--- config.mk ---
export PLATFORM = sky130hd
export DESIGN_NAME = fp8w_widen
export DESIGN_NICKNAME = d
export VERILOG_FILES = /design/src/rtl/fp8w_pkg.sv /design/src/rtl/fp8w_fmt_dec.sv /design/src/rtl/fp8w_lzc.sv /design/src/rtl/fp8w_pack.sv /design/src/rtl/fp8w_widen.sv
export SDC_FILE = /design/constraint.sdc
export NUM_CORES = 1
export LEC_CHECK = 0
export BUFFER_PORTS_ARGS = -buffer_cell sky130_fd_sc_hd__buf_4
export CAP_MARGIN = 40
export CORE_MARGIN = 5
export CORE_UTILIZATION = 50
export DETAILED_ROUTE_END_ITERATION = 16
export PLACE_DENSITY = 0.92
export SLEW_MARGIN = 40
export SYNTH_ARGS = -nofsm -noshare
export SYNTH_HDL_FRONTEND = slang
export SYNTH_SLANG_ARGS = --single-unit
--- constraint.sdc ---
create_clock -name clk -period 4.5 [get_ports clk]
set_clock_uncertainty 0.05 [all_clocks]
set_input_delay 0.225 -clock clk [delete_from_list [all_inputs] [get_ports clk]]
set_output_delay 0.225 -clock clk [all_outputs]
set_load 0.02 [all_outputs]
--- src/rtl/fp8w_pkg.sv ---
package fp8w_pkg;

  localparam int IN_W      = 8;
  localparam int OUT_W     = 32;
  localparam int OUT_EXP_W = 8;
  localparam int OUT_MAN_W = 23;
  localparam int OUT_BIAS  = 127;

  localparam int NX_EXP_W  = 4;
  localparam int NX_MAN_W  = 3;
  localparam int NX_BIAS   = 7;
  localparam int WX_EXP_W  = 5;
  localparam int WX_MAN_W  = 2;
  localparam int WX_BIAS   = 15;

  localparam int UEXP_W = (NX_EXP_W > WX_EXP_W) ? NX_EXP_W : WX_EXP_W;
  localparam int UMAN_W = (NX_MAN_W > WX_MAN_W) ? NX_MAN_W : WX_MAN_W;
  localparam int LZ_W   = $clog2(UMAN_W + 1);
  localparam int EW1    = OUT_EXP_W + 1;

  typedef enum logic {
    FMT_EXP4 = 1'b0,
    FMT_EXP5 = 1'b1
  } fp8w_fmt_e;

  typedef enum logic [2:0] {
    CLS_ZERO = 3'd0,
    CLS_SUB  = 3'd1,
    CLS_NORM = 3'd2,
    CLS_INF  = 3'd3,
    CLS_NAN  = 3'd4
  } fp8w_cls_e;

  typedef struct packed {
    logic              sign;
    logic [UEXP_W-1:0] exp;
    logic [UMAN_W-1:0] man;
    logic [UEXP_W-1:0] bias;
    fp8w_cls_e         cls;
  } fp8w_unp_t;

  typedef struct packed {
    logic zero;
    logic sub;
    logic inf;
    logic nan;
  } fp8w_flags_t;

  function automatic logic [OUT_EXP_W-1:0] f_norm_exp(
    input logic [UEXP_W-1:0] exp,
    input logic [UEXP_W-1:0] bias
  );
    logic [EW1-1:0] t;
    t = EW1'(OUT_BIAS) + EW1'(exp) - EW1'(bias);
    return t[OUT_EXP_W-1:0];
  endfunction

  function automatic logic [OUT_EXP_W-1:0] f_sub_exp(
    input logic [UEXP_W-1:0] bias,
    input logic [LZ_W-1:0]   lz
  );
    logic [EW1-1:0] t;
    t = EW1'(OUT_BIAS) - EW1'(bias) - EW1'(lz);
    return t[OUT_EXP_W-1:0];
  endfunction

  function automatic logic [UMAN_W-1:0] f_sub_man(
    input logic [UMAN_W-1:0] man,
    input logic [LZ_W-1:0]   lz
  );
    logic [UMAN_W:0] t;
    t = {1'b0, man} << (lz + 1);
    return t[UMAN_W-1:0];
  endfunction

  function automatic logic [OUT_MAN_W-1:0] f_pad_man(input logic [UMAN_W-1:0] man);
    return OUT_MAN_W'(man) << (OUT_MAN_W - UMAN_W);
  endfunction

endpackage

--- src/rtl/fp8w_fmt_dec.sv ---
module fp8w_fmt_dec
  import fp8w_pkg::*;
#(
  parameter int EXP_W   = 4,
  parameter int MAN_W   = 3,
  parameter int BIAS    = 7,
  parameter bit HAS_INF = 1'b0
) (
  input  logic [IN_W-1:0] byte_i,
  output fp8w_unp_t       unp_o
);

  logic [EXP_W-1:0] exp_f;
  logic [MAN_W-1:0] man_f;
  logic             exp_ones;
  logic             exp_zero;
  logic             man_nz;
  logic             man_ones;
  fp8w_cls_e        cls;

  assign exp_f    = byte_i[IN_W-2 -: EXP_W];
  assign man_f    = byte_i[MAN_W-1:0];
  assign exp_ones = &exp_f;
  assign exp_zero = ~|exp_f;
  assign man_nz   = |man_f;
  assign man_ones = &man_f;

  generate
    if (HAS_INF) begin : g_ieee_special
      always_comb begin
        if (exp_ones)      cls = man_nz ? CLS_NAN : CLS_INF;
        else if (exp_zero) cls = man_nz ? CLS_SUB : CLS_ZERO;
        else               cls = CLS_NORM;
      end
    end else begin : g_ext_range
      always_comb begin
        if (exp_ones && man_ones) cls = CLS_NAN;
        else if (exp_zero)        cls = man_nz ? CLS_SUB : CLS_ZERO;
        else                      cls = CLS_NORM;
      end
    end
  endgenerate

  always_comb begin
    unp_o.sign = byte_i[IN_W-1];
    unp_o.exp  = UEXP_W'(exp_f);
    unp_o.man  = UMAN_W'(man_f) << (UMAN_W - MAN_W);
    unp_o.bias = UEXP_W'(BIAS);
    unp_o.cls  = cls;
  end

endmodule

--- src/rtl/fp8w_lzc.sv ---
module fp8w_lzc #(
  parameter int W   = 3,
  localparam int CW = $clog2(W + 1)
) (
  input  logic [W-1:0]  vec_i,
  output logic [CW-1:0] lz_o
);

  always_comb begin
    lz_o = CW'(W);
    for (int i = 0; i < W; i++) begin
      if (vec_i[i]) lz_o = CW'(W - 1 - i);
    end
  end

endmodule

--- src/rtl/fp8w_pack.sv ---
module fp8w_pack
  import fp8w_pkg::*;
(
  input  fp8w_unp_t        unp_i,
  input  logic [LZ_W-1:0]  lz_i,
  output logic [OUT_W-1:0] word_o,
  output fp8w_flags_t      flags_o
);

  localparam logic [OUT_EXP_W-1:0] EXP_MAX = '1;

  always_comb begin
    flags_o = '0;
    unique case (unp_i.cls)
      CLS_ZERO: begin
        word_o       = {unp_i.sign, {(OUT_W-1){1'b0}}};
        flags_o.zero = 1'b1;
      end
      CLS_SUB: begin
        word_o = {unp_i.sign, f_sub_exp(unp_i.bias, lz_i),
                  f_pad_man(f_sub_man(unp_i.man, lz_i))};
        flags_o.sub = 1'b1;
      end
      CLS_INF: begin
        word_o      = {unp_i.sign, EXP_MAX, {OUT_MAN_W{1'b0}}};
        flags_o.inf = 1'b1;
      end
      CLS_NAN: begin
        word_o      = {unp_i.sign, EXP_MAX, 1'b1, {(OUT_MAN_W-1){1'b0}}};
        flags_o.nan = 1'b1;
      end
      default: begin
        word_o = {unp_i.sign, f_norm_exp(unp_i.exp, unp_i.bias), f_pad_man(unp_i.man)};
      end
    endcase
  end

endmodule

--- src/rtl/fp8w_widen.sv ---
module fp8w_widen
  import fp8w_pkg::*;
(
  input  logic             clk,
  input  logic             rst,
  input  logic             in_valid,
  input  logic             in_fmt,
  input  logic [IN_W-1:0]  in_data,
  output logic             out_valid,
  output logic [OUT_W-1:0] out_data,
  output logic             out_zero,
  output logic             out_sub,
  output logic             out_inf,
  output logic             out_nan
);

  fp8w_unp_t        unp_nx;
  fp8w_unp_t        unp_wx;
  fp8w_unp_t        unp_sel;
  logic [LZ_W-1:0]  lead_zeros;
  logic [OUT_W-1:0] word_next;
  fp8w_flags_t      flags_next;
  logic             load_en;
  logic             fmt_q;

  fp8w_fmt_dec #(
    .EXP_W(NX_EXP_W), .MAN_W(NX_MAN_W), .BIAS(NX_BIAS), .HAS_INF(1'b0)
  ) u_dec_nx (
    .byte_i(in_data),
    .unp_o (unp_nx)
  );

  fp8w_fmt_dec #(
    .EXP_W(WX_EXP_W), .MAN_W(WX_MAN_W), .BIAS(WX_BIAS), .HAS_INF(1'b1)
  ) u_dec_wx (
    .byte_i(in_data),
    .unp_o (unp_wx)
  );

  assign unp_sel = (in_fmt == FMT_EXP5) ? unp_wx : unp_nx;
  assign load_en = in_valid;

  fp8w_lzc #(.W(UMAN_W)) u_lzc (
    .vec_i(unp_sel.man),
    .lz_o (lead_zeros)
  );

  fp8w_pack u_pack (
    .unp_i  (unp_sel),
    .lz_i   (lead_zeros),
    .word_o (word_next),
    .flags_o(flags_next)
  );

  always_ff @(posedge clk) begin
    if (rst) begin
      out_valid <= 1'b0;
      out_data  <= '0;
      out_zero  <= 1'b0;
      out_sub   <= 1'b0;
      out_inf   <= 1'b0;
      out_nan   <= 1'b0;
      fmt_q     <= 1'b0;
    end else begin
      out_valid <= in_valid;
      if (load_en) begin
        out_data <= word_next;
        out_zero <= flags_next.zero;
        out_sub  <= flags_next.sub;
        out_inf  <= flags_next.inf;
        out_nan  <= flags_next.nan;
        fmt_q    <= in_fmt;
      end
    end
  end


  valid_follow_chk: assert property (@(posedge clk) disable iff (rst)
    in_valid |=> out_valid);


  valid_drop_chk: assert property (@(posedge clk) disable iff (rst)
    !in_valid |=> !out_valid);


  hold_data_chk: assert property (@(posedge clk) disable iff (rst)
    !in_valid |=> ($stable(out_data) && $stable({out_zero, out_sub, out_inf, out_nan})));


  one_class_chk: assert property (@(posedge clk) disable iff (rst)
    out_valid |-> $onehot0({out_zero, out_sub, out_inf, out_nan}));


  no_inf_exp4_chk: assert property (@(posedge clk) disable iff (rst)
    (out_valid && fmt_q == FMT_EXP4) |-> !out_inf);


  nan_shape_chk: assert property (@(posedge clk) disable iff (rst)
    (out_valid && out_nan) |-> (out_data[30:22] == 9'h1FF && out_data[21:0] == 22'h0));


  sub_is_normal_chk: assert property (@(posedge clk) disable iff (rst)
    (out_valid && out_sub) |-> (out_data[30:23] != 8'h00 && out_data[30:23] != 8'hFF));


  zero_shape_chk: assert property (@(posedge clk) disable iff (rst)
    (out_valid && out_zero) |-> (out_data[30:0] == 31'h0));

endmodule

==> results.md, run 1 <==
- Maximum number of pins on one net before global-route repair: 25
- I/O Buffers: 28
- Core area: 2170 sq um
- Highest layer used for signal routing: met4
- Longest Clk Path Bufs: 2
- Final hold violations: 0
- Height of the die: 57.3 um
- Hold path depth: 2
- Total routed wire length on the met1 layer: 1090 um
- Achievable Freq: 0.551 GHz
- Finish-stage setup viols: 0
- Wire length of the first global-routing pass: 4170 um
- Starting DRT DRC Count: 45
- TritonCTS clock tree: yes
- Simple-gate share of the synthesized area: 19.8%
- Core Util, Final: 58.9%
- H-Tree Level Count: 1
- Number of antenna cells inserted: 0
- Floorplan row count: 17
- DRC viols: 0
- TritonCTS buffer count: 3
- Clock-pin slew reported for the worst setup and hold paths after clock tree synthesis: 100 ps
- Share of the synthesized area in compound gates (AO/OA/AOI/OAI): 25.5%
- Post-detailed-route via-to-cell ratio: 5.40
- Count of flip-flops with a built-in enable after synthesis: 0
- Total Routing Usage GR: 16.1%
- Final Non-Filler Cells: 187
- Avg WL per Cell: 14.3 um
- Width of the chip: 57.3 um
- Most common library cell in the layout ignoring fill and taps: buf_4
- Gate count of the mapped netlist: 136
- Main combinational cell family by area after synthesis: compound AO/OA/AOI/OAI gates
- Setup TNS Final: 0 ps
- Max-slew violation total from the final report: 0
- Critical path capture point type: flop
- Worst setup path category: in2reg
- Post-synthesis adder-cell area fraction: 2.02%
- Share of cells above drive strength 1: 25.2%
- Proportion of synthesized flip-flops having asynchronous set or reset: 0%
- Post-cts resize count: 0
- Detailed-placement wirelength estimate: 2080 um
- Leakage power figure: 0.000571 uW
- Insertion delay to the later sink of the worst-skew pair: 300 ps
- Total area of multi-input combinational cells: 654 sq um
- Hold Buf Count CTS: 0
- DIE AREA: 3280 sq um
- Required time at the worst-slack endpoint: 4650 ps
- Commonest cells after routing, fill and taps aside: buf_4 (28), conb_1 (20), dfxtp_1 (16)
- CP Max Fanout: 11
- Depth of the most critical reg-to-reg path: 4
- Layout overhead on the synthesized area: 14.4%
- Total congestion overflow after global routing: 0
- Number of warnings reported in the yosys synthesis log: 0
- Result of the run: completed
- Initial antenna violation count: 0
- Detailed-route wire length: 2680 um
- First-pass iteration count of the detailed router: 4
- Share of synthesized area spent on multiplexers: 4.48%
- FF+latch area: 320 sq um
- Ratio of final minimum period to clock period: 40.3%
- Number of max-cap violations: 0
- Routed wl met3: 210 um
- Sink Count: 16
- RSZ-0062 raised after global routing: false
- Vias in the first global route: 891
- Synthesized cell area: 1120 sq um
- Reported net switching power: 118 uW
- Initial Utilization: 51.5%
- Fraction of power spent switching nets: 33.5%
- Detailed route wirelength on metal2: 1330 um
- Min Tclk post-route: 1820 ps
- Most frequently used flop master after synthesis: dfxtp_1
- Fraction of the yosys area taken by sequential cells: 28.7%
- Portion of total power attributed to the clock network: 28.1%
- Seq cells post-synth: 16
- Pwr dens: 275 nW/um^2
- Xor/xnor cell area share of the yosys netlist: 0%
- Clock tree root driver cell: clkbuf_4
- Combinational Power Share: 28.3%
- Element type at the critical path start: primary input
- Routability-driven placement congestion ratio: 0.947
- Filler Cell Count: 220
- Critical Path AT: 1970 ps
- Number of different library cells in the post-synthesis netlist: 42
- Hold slack final: 114 ps
- Number of nets with antenna violations after detailed routing: 0
- Total number of vias: 1010
- Number of setup buffers added after CTS: 0
- Number of nets in the layout: 173
- Total instance count after detailed placement: 183
- Number of top-level pins: 49
- Largest voltage drop on the vdd net: 0.217 mV
- Avg Inst Size Synth: 8.22 sq um
- Class of the most critical hold timing path: in2reg
- Internal: 234 uW
- Fraction of power consumed by sequential logic: 43.6%
[layout make-up]
cell class | count | area share, %
clock buffers | 4 | 2.84
flip-flops and latches | 16 | 25.0
multi-input cells | 105 | 51.2
well taps | 28 | 2.74
inverters | 6 | 1.76
repair buffers | 28 | 16.4
[sequential cells by signal, summed over array words and instances, names as in the netlist]
register   count
out_data      11
out_inf        1
out_nan        1
out_sub        1
out_valid      1
out_zero       1
[critical path: stages]
cell and delay, ps:
buf_4 150, nor2b_1 190, nor2_1 50, o21a_1 170, ha_1 370, or3b_2 460
a21oi_1 130, o221ai_1 130, o311ai_1 90
[through the flow]
| stage | worst slack (ps) | instance area, sq um | power (uW) |
|---|---|---|---|
| 3_5_place_dp | 2400 | 1240 | 255 |
| 2_1_floorplan | 2500 | 1190 | 238 |
| 4_1_cts | 2710 | 1280 | 354 |
| 6_report | 2680 | 1280 | 352 |
| 5_1_grt | 2580 | 1280 | 373 |
| 3_3_place_gp | 2490 | 1240 | 252 |
[metal layers]
layer	up-vias	global-route usage, %
met5	-	0
met4	0	6.95
met3	5	3.85
met2	40	27.1
met1	470	19.5
li1	495	-
[power by group through the flow]
stage | registers, uW | clock network [uW] | logic (uW)
after global routing | 155 | 110 | 108
after CTS | 154 | 101 | 98.8
after floorplan | 166 | 0 | 72.1
after detailed placement | 157 | 0 | 98.3
after global placement | 157 | 0 | 95.5
final | 153 | 98.8 | 99.7
[path summary, 6_finish.rpt]
check | start | end | slack (ps)
min | rst | out_zero | 110
min reg2reg | out_sub | out_sub | 420
max reg2reg | out_data[22] | out_data[22] | 3520
max | in_data[0] | out_data[22] | 2680
[kinds of logic after synthesis]
| family | count (synthesis) |
|---|---|
| AO/OA/AOI/OAI | 39 |
| AND/OR/NAND/NOR | 39 |
| buffers and inverters | 34 |
| flip-flops | 16 |
| multiplexers | 5 |
| adder cells (fa/ha/maj) | 2 |
| other | 1 |
[cell usage after synthesis (2+ instances only)]
cell type   n  area share (%)
a21oi_1     8             3.6
a22o_1      2             1.6
a31oi_1     2             1.1
a32o_1      4             3.6
buf_2       3             1.3
buf_4      22              15
clkbuf_1    3             1.0
dfxtp_1    16              29
inv_1       6             2.0
mux2i_1     5             4.5
nand2_1     8             2.7
nand2b_1    5             2.8
nand3_1     3             1.3
nor2_1     11             3.7
nor2b_1     2             1.1
nor3_1      2            0.90
o21a_1      2             1.3
o21ai_0     5             2.2
o221ai_1    2             1.6
o311ai_1    2             1.6
o31ai_1     2             1.3
No activity file was read; power rests on OpenSTA's default activity.
==> inputs of run 2 (changes only) <==
--- a/config.mk
+++ b/config.mk
@@ -5,12 +5,13 @@
 export SDC_FILE = /design/constraint.sdc
 export NUM_CORES = 1
 export LEC_CHECK = 0
+export ABC_AREA = 1
 export BUFFER_PORTS_ARGS = -buffer_cell sky130_fd_sc_hd__buf_4
 export CAP_MARGIN = 40
 export CORE_MARGIN = 5
-export CORE_UTILIZATION = 50
+export CORE_UTILIZATION = 48
 export DETAILED_ROUTE_END_ITERATION = 16
-export PLACE_DENSITY = 0.92
+export PLACE_DENSITY = 0.87
 export SLEW_MARGIN = 40
 export SYNTH_ARGS = -nofsm -noshare
 export SYNTH_HDL_FRONTEND = slang
==> constraint.sdc (replaced) <==
create_clock -name clk -period 1.9 [get_ports clk]
set_clock_uncertainty 0.05 [all_clocks]
set_input_delay 0.095 -clock clk [delete_from_list [all_inputs] [get_ports clk]]
set_output_delay 0.095 -clock clk [all_outputs]
set_load 0.02 [all_outputs]
==> run 2 against run 1 <==
  * The run now ends with hold timing left
  * Routed wire length down 3.3%
  * Register-to-register slack worse by 2300 ps
  * Area after synthesis is 9.4% higher
  * Synthesized cell count up 32%
  * First-iteration DRC count fell by 38%
  * Count of clock-buffer cells in the layout did not move
  * Utilization shrank 1.7 points
  * Non-clock buffer count increased by 2
  * Clock power is 120% higher
  * Global-route usage fell by 0.40 points
  * Sequential power grew 140%
==> results.md, run 2 <==
- Result of the run: finished with violations (was completed)
- Failing checks: hold timing
- Post-synthesis adder-cell area fraction: 1.02% (was 2.02%)
- Avg Inst Size Synth: 6.83 sq um (was 8.22 sq um)
- Core area: 2450 sq um (was 2170 sq um)
- Top Family by Delay on Critical Path: simple AND/OR/NAND/NOR gates (unchanged)
- Pwr dens: 619 nW/um^2 (was 275 nW/um^2)
- Cell taking the most area after synthesis: dfxtp_1 (unchanged)
- Critical path's largest stage delay: 280 ps (was 460 ps)
- Total area of multi-input combinational cells: 731 sq um (was 654 sq um)
- Post-synth top area share: 26.2% (was 28.7%)
- Layout overhead on the synthesized area: 14.9% (was 14.4%)
- Seq cells post-synth: 16 (unchanged)
- Library cell with the highest instance count after synthesis: nand2_1 (was buf_4)
- DRC viols: 0 (unchanged)
- Sink Count: 16 (unchanged)
- Filler Cell Count: 246 (was 220)
- Register ranked first by flip-flop count: out_data (unchanged)
- Total Routing Usage GR: 15.7% (was 16.1%)
- Met2 usage: 26.1% (was 27.1%)
- Detailed-placement wirelength estimate: 2100 um (was 2080 um)
- Largest voltage drop on the vdd net: 0.457 mV (was 0.217 mV)
- I/O Buffers: 28 (unchanged)
- Flop2flop setup slack: 1190 ps (was 3520 ps)
- Initial antenna violation count: 0 (unchanged)
- CP max stage cell: ha_1 (was or3b_2)
- Number of nets in the layout: 219 (was 173)
- Element type at the critical path start: primary input (unchanged)
- Achievable Freq: 0.676 GHz
- TritonCTS buffer count: 3 (unchanged)
- Clock tree root driver cell: clkbuf_4 (unchanged)
- Most frequently used flop master after synthesis: dfxtp_1 (unchanged)
- Commonest cells in the netlist: nand2_1 (35), nand3_1 (22), buf_4 (21), dfxtp_1 (16), nor2_1 (16) (was buf_4 (22), dfxtp_1 (16), nor2_1 (11), a21oi_1 (8), nand2_1 (8))
- Class of the most critical hold timing path: in2reg (unchanged)
- Number of nets with antenna violations after detailed routing: 0 (unchanged)
- Routability-driven placement congestion ratio: 0.862 (was 0.947)
- Width of the chip: 60.5 um (was 57.3 um)
- Starting DRT DRC Count: 28 (was 45)
- Met3 track demand over resource in global routing: 5.74% (was 3.85%)
- Min Tclk post-route: 1480 ps
- Maximum number of pins on one net before global-route repair: 21 (was 25)
- Longest Clk Path Bufs: 2 (unchanged)
- FF+latch area: 320 sq um (unchanged)
- Initial Utilization: 49.8% (was 51.5%)
- Synthesized cell area: 1220 sq um (was 1120 sq um)
- Share of cells above drive strength 1: 24.9% (was 25.2%)
- Count of flip-flops with a built-in enable after synthesis: 0 (unchanged)
- Number of antenna cells inserted: 0 (unchanged)
- Wire length of the first global-routing pass: 4340 um (was 4170 um)
- Setup TNS Final: 0 ps (unchanged)
- Number of max-cap violations: 0 (unchanged)
- Max-slew violation total from the final report: 0 (unchanged)
- Critical path capture point type: flop (unchanged)
- Finish-stage setup viols: 0 (unchanged)
- Post-cts resize count: 0 (unchanged)
- Proportion of synthesized flip-flops having asynchronous set or reset: 0% (unchanged)
- DIE AREA: 3660 sq um (was 3280 sq um)
- TritonCTS clock tree: yes (unchanged)
- Fraction of the yosys area taken by sequential cells: 26.2% (was 28.7%)
- Required time at the worst-slack endpoint: 2080 ps (was 4650 ps)
- Xor/xnor cell area share of the yosys netlist: 0% (unchanged)
- Most area-consuming cells after synthesis: dfxtp_1 (26%), buf_4 (13%), nand2_1 (11%) (was dfxtp_1 (29%), buf_4 (15%), mux2i_1 (4.5%))
- Post-detailed-route via-to-cell ratio: 4.90 (was 5.40)
- Avg WL per Cell: 11.0 um (was 14.3 um)
- Floorplan row count: 18 (was 17)
- H-Tree Level Count: 1 (unchanged)
- Clock-pin slew reported for the worst setup and hold paths after clock tree synthesis: 90 ps (was 100 ps)
- Height of the die: 60.5 um (was 57.3 um)
- Most common library cell in the layout ignoring fill and taps: nand2_1 (was buf_4)
- Number of top-level pins: 49 (unchanged)
- Critical Path AT: 1660 ps (was 1970 ps)
- Met1 global-route usage: 19.0% (was 19.5%)
- Number of warnings reported in the yosys synthesis log: 0 (unchanged)
- Vias in the first global route: 1036 (was 891)
- Gate count of the mapped netlist: 179 (was 136)
- Worst setup path category: in2reg (unchanged)
- Total congestion overflow after global routing: 0 (unchanged)
- CP Max Fanout: 19 (was 11)
- RSZ-0062 raised after global routing: false (unchanged)
- Max FFs per register: 11 (unchanged)
- Cell repeated most along the worst path: nand3_1
- Highest-utilization routing layer at the global route stage: met2 (unchanged)
- Hold slack final: -0.844 ps (was 114 ps)
- Share of the synthesized area in compound gates (AO/OA/AOI/OAI): 12.9% (was 25.5%)
- First-pass iteration count of the detailed router: 4 (unchanged)
- Commonest cells after routing, fill and taps aside: nand2_1 (35), buf_4 (29), nand3_1 (22) (was buf_4 (28), conb_1 (20), dfxtp_1 (16))
- Detailed-route wire length: 2590 um (was 2680 um)
- Share of synthesized area spent on multiplexers: 1.64% (was 4.48%)
- Leakage power figure: 0.000700 uW (was 0.000571 uW)
- Number of different library cells in the post-synthesis netlist: 29 (was 42)
- Ratio of final minimum period to clock period: 77.8%
- Critical path, cell by cell: buf_4 > nand2_1 > o21ai_1 > inv_1 > a21oi_2 > ha_1 > nor2_1 > nand3_1 > nand2_1 > nand3_1 > nand3_1 > inv_1 > a21oi_1 (was buf_4 > nor2b_1 > nor2_1 > o21a_1 > ha_1 > or3b_2 > a21oi_1 > o221ai_1 > o311ai_1)
- Simple-gate share of the synthesized area: 38.1% (was 19.8%)
- Final hold violations: 1 (was 0)
- Total number of vias: 1151 (was 1010)
- Main combinational cell family by area after synthesis: simple AND/OR/NAND/NOR gates (was compound AO/OA/AOI/OAI gates)
- Insertion delay to the later sink of the worst-skew pair: 290 ps (was 300 ps)
- Crit path buffers/inverters: 3 (was 1)
[run 2: power breakdown]
| group | switching (uW) | leakage, uW | internal [uW] |
|---|---|---|---|
| registers | 11.0 | 0.000132 | 357 |
| clock network | 105 | 0.0000210 | 117 |
| logic | 185 | 0.000547 | 95.8 |
| total | 300 | 0.000700 | 569 |
[run 2: logic make-up after synthesis]
logic type               Yosys count
buffers and inverters             41
AO/OA/AOI/OAI                     27
flip-flops                        16
multiplexers                       2
adder cells (fa/ha/maj)            1
AND/OR/NAND/NOR                   91
other                              1
[run 2: metrics by stage]
stage / power, uW / util, % / instances / worst slack (ps) / cell area [sq um]
2_1_floorplan: 605 / - / 198 / 284 / 1290
3_3_place_gp: 650 / 55.4 / 230 / 206 / 1360
3_5_place_dp: 655 / 55.4 / 230 / 123 / 1360
4_1_cts: 880 / 57.2 / 235 / 430 / 1410
5_1_grt: 927 / 57.2 / 235 / 223 / 1410
6_report: 870 / 57.2 / 235 / 421 / 1410
[run 2: final timing paths]
kind,from,end,cells past startpoint
worst max-delay path,in_fmt,out_data[22],13
worst min-delay path,in_data[7],out_data[31],3
worst max register to register,out_data[20],out_data[20],4
worst min register to register,out_sub,out_sub,2
[run 2: final cells by class]
class,count,share of cell area (%)
multi-input combinational,141,52.0
sequential,16,22.8
tap,30,2.67
clock buffer,4,2.58
timing repair buffer,30,16.2
inverter,14,3.74
[run 2: layer usage]
layer | share of wire [%] | vias up
li1 | - | 601
met1 | 41 | 507
met2 | 49 | 39
met3 | 9.0 | 4
met4 | 0.81 | 0
met5 | 0 | -
[run 2: worst register-to-register path: cells and delay by family, from the launching register on]
kind,cells,cell delay [ps]
simple gates,4,240
flops,1,320
[run 2: repair_timing]
action                                 in CTS  in global routing
endpoints found under the hold margin       8                  0
hold buffers                                1                  0
buffers inserted                            0                  0
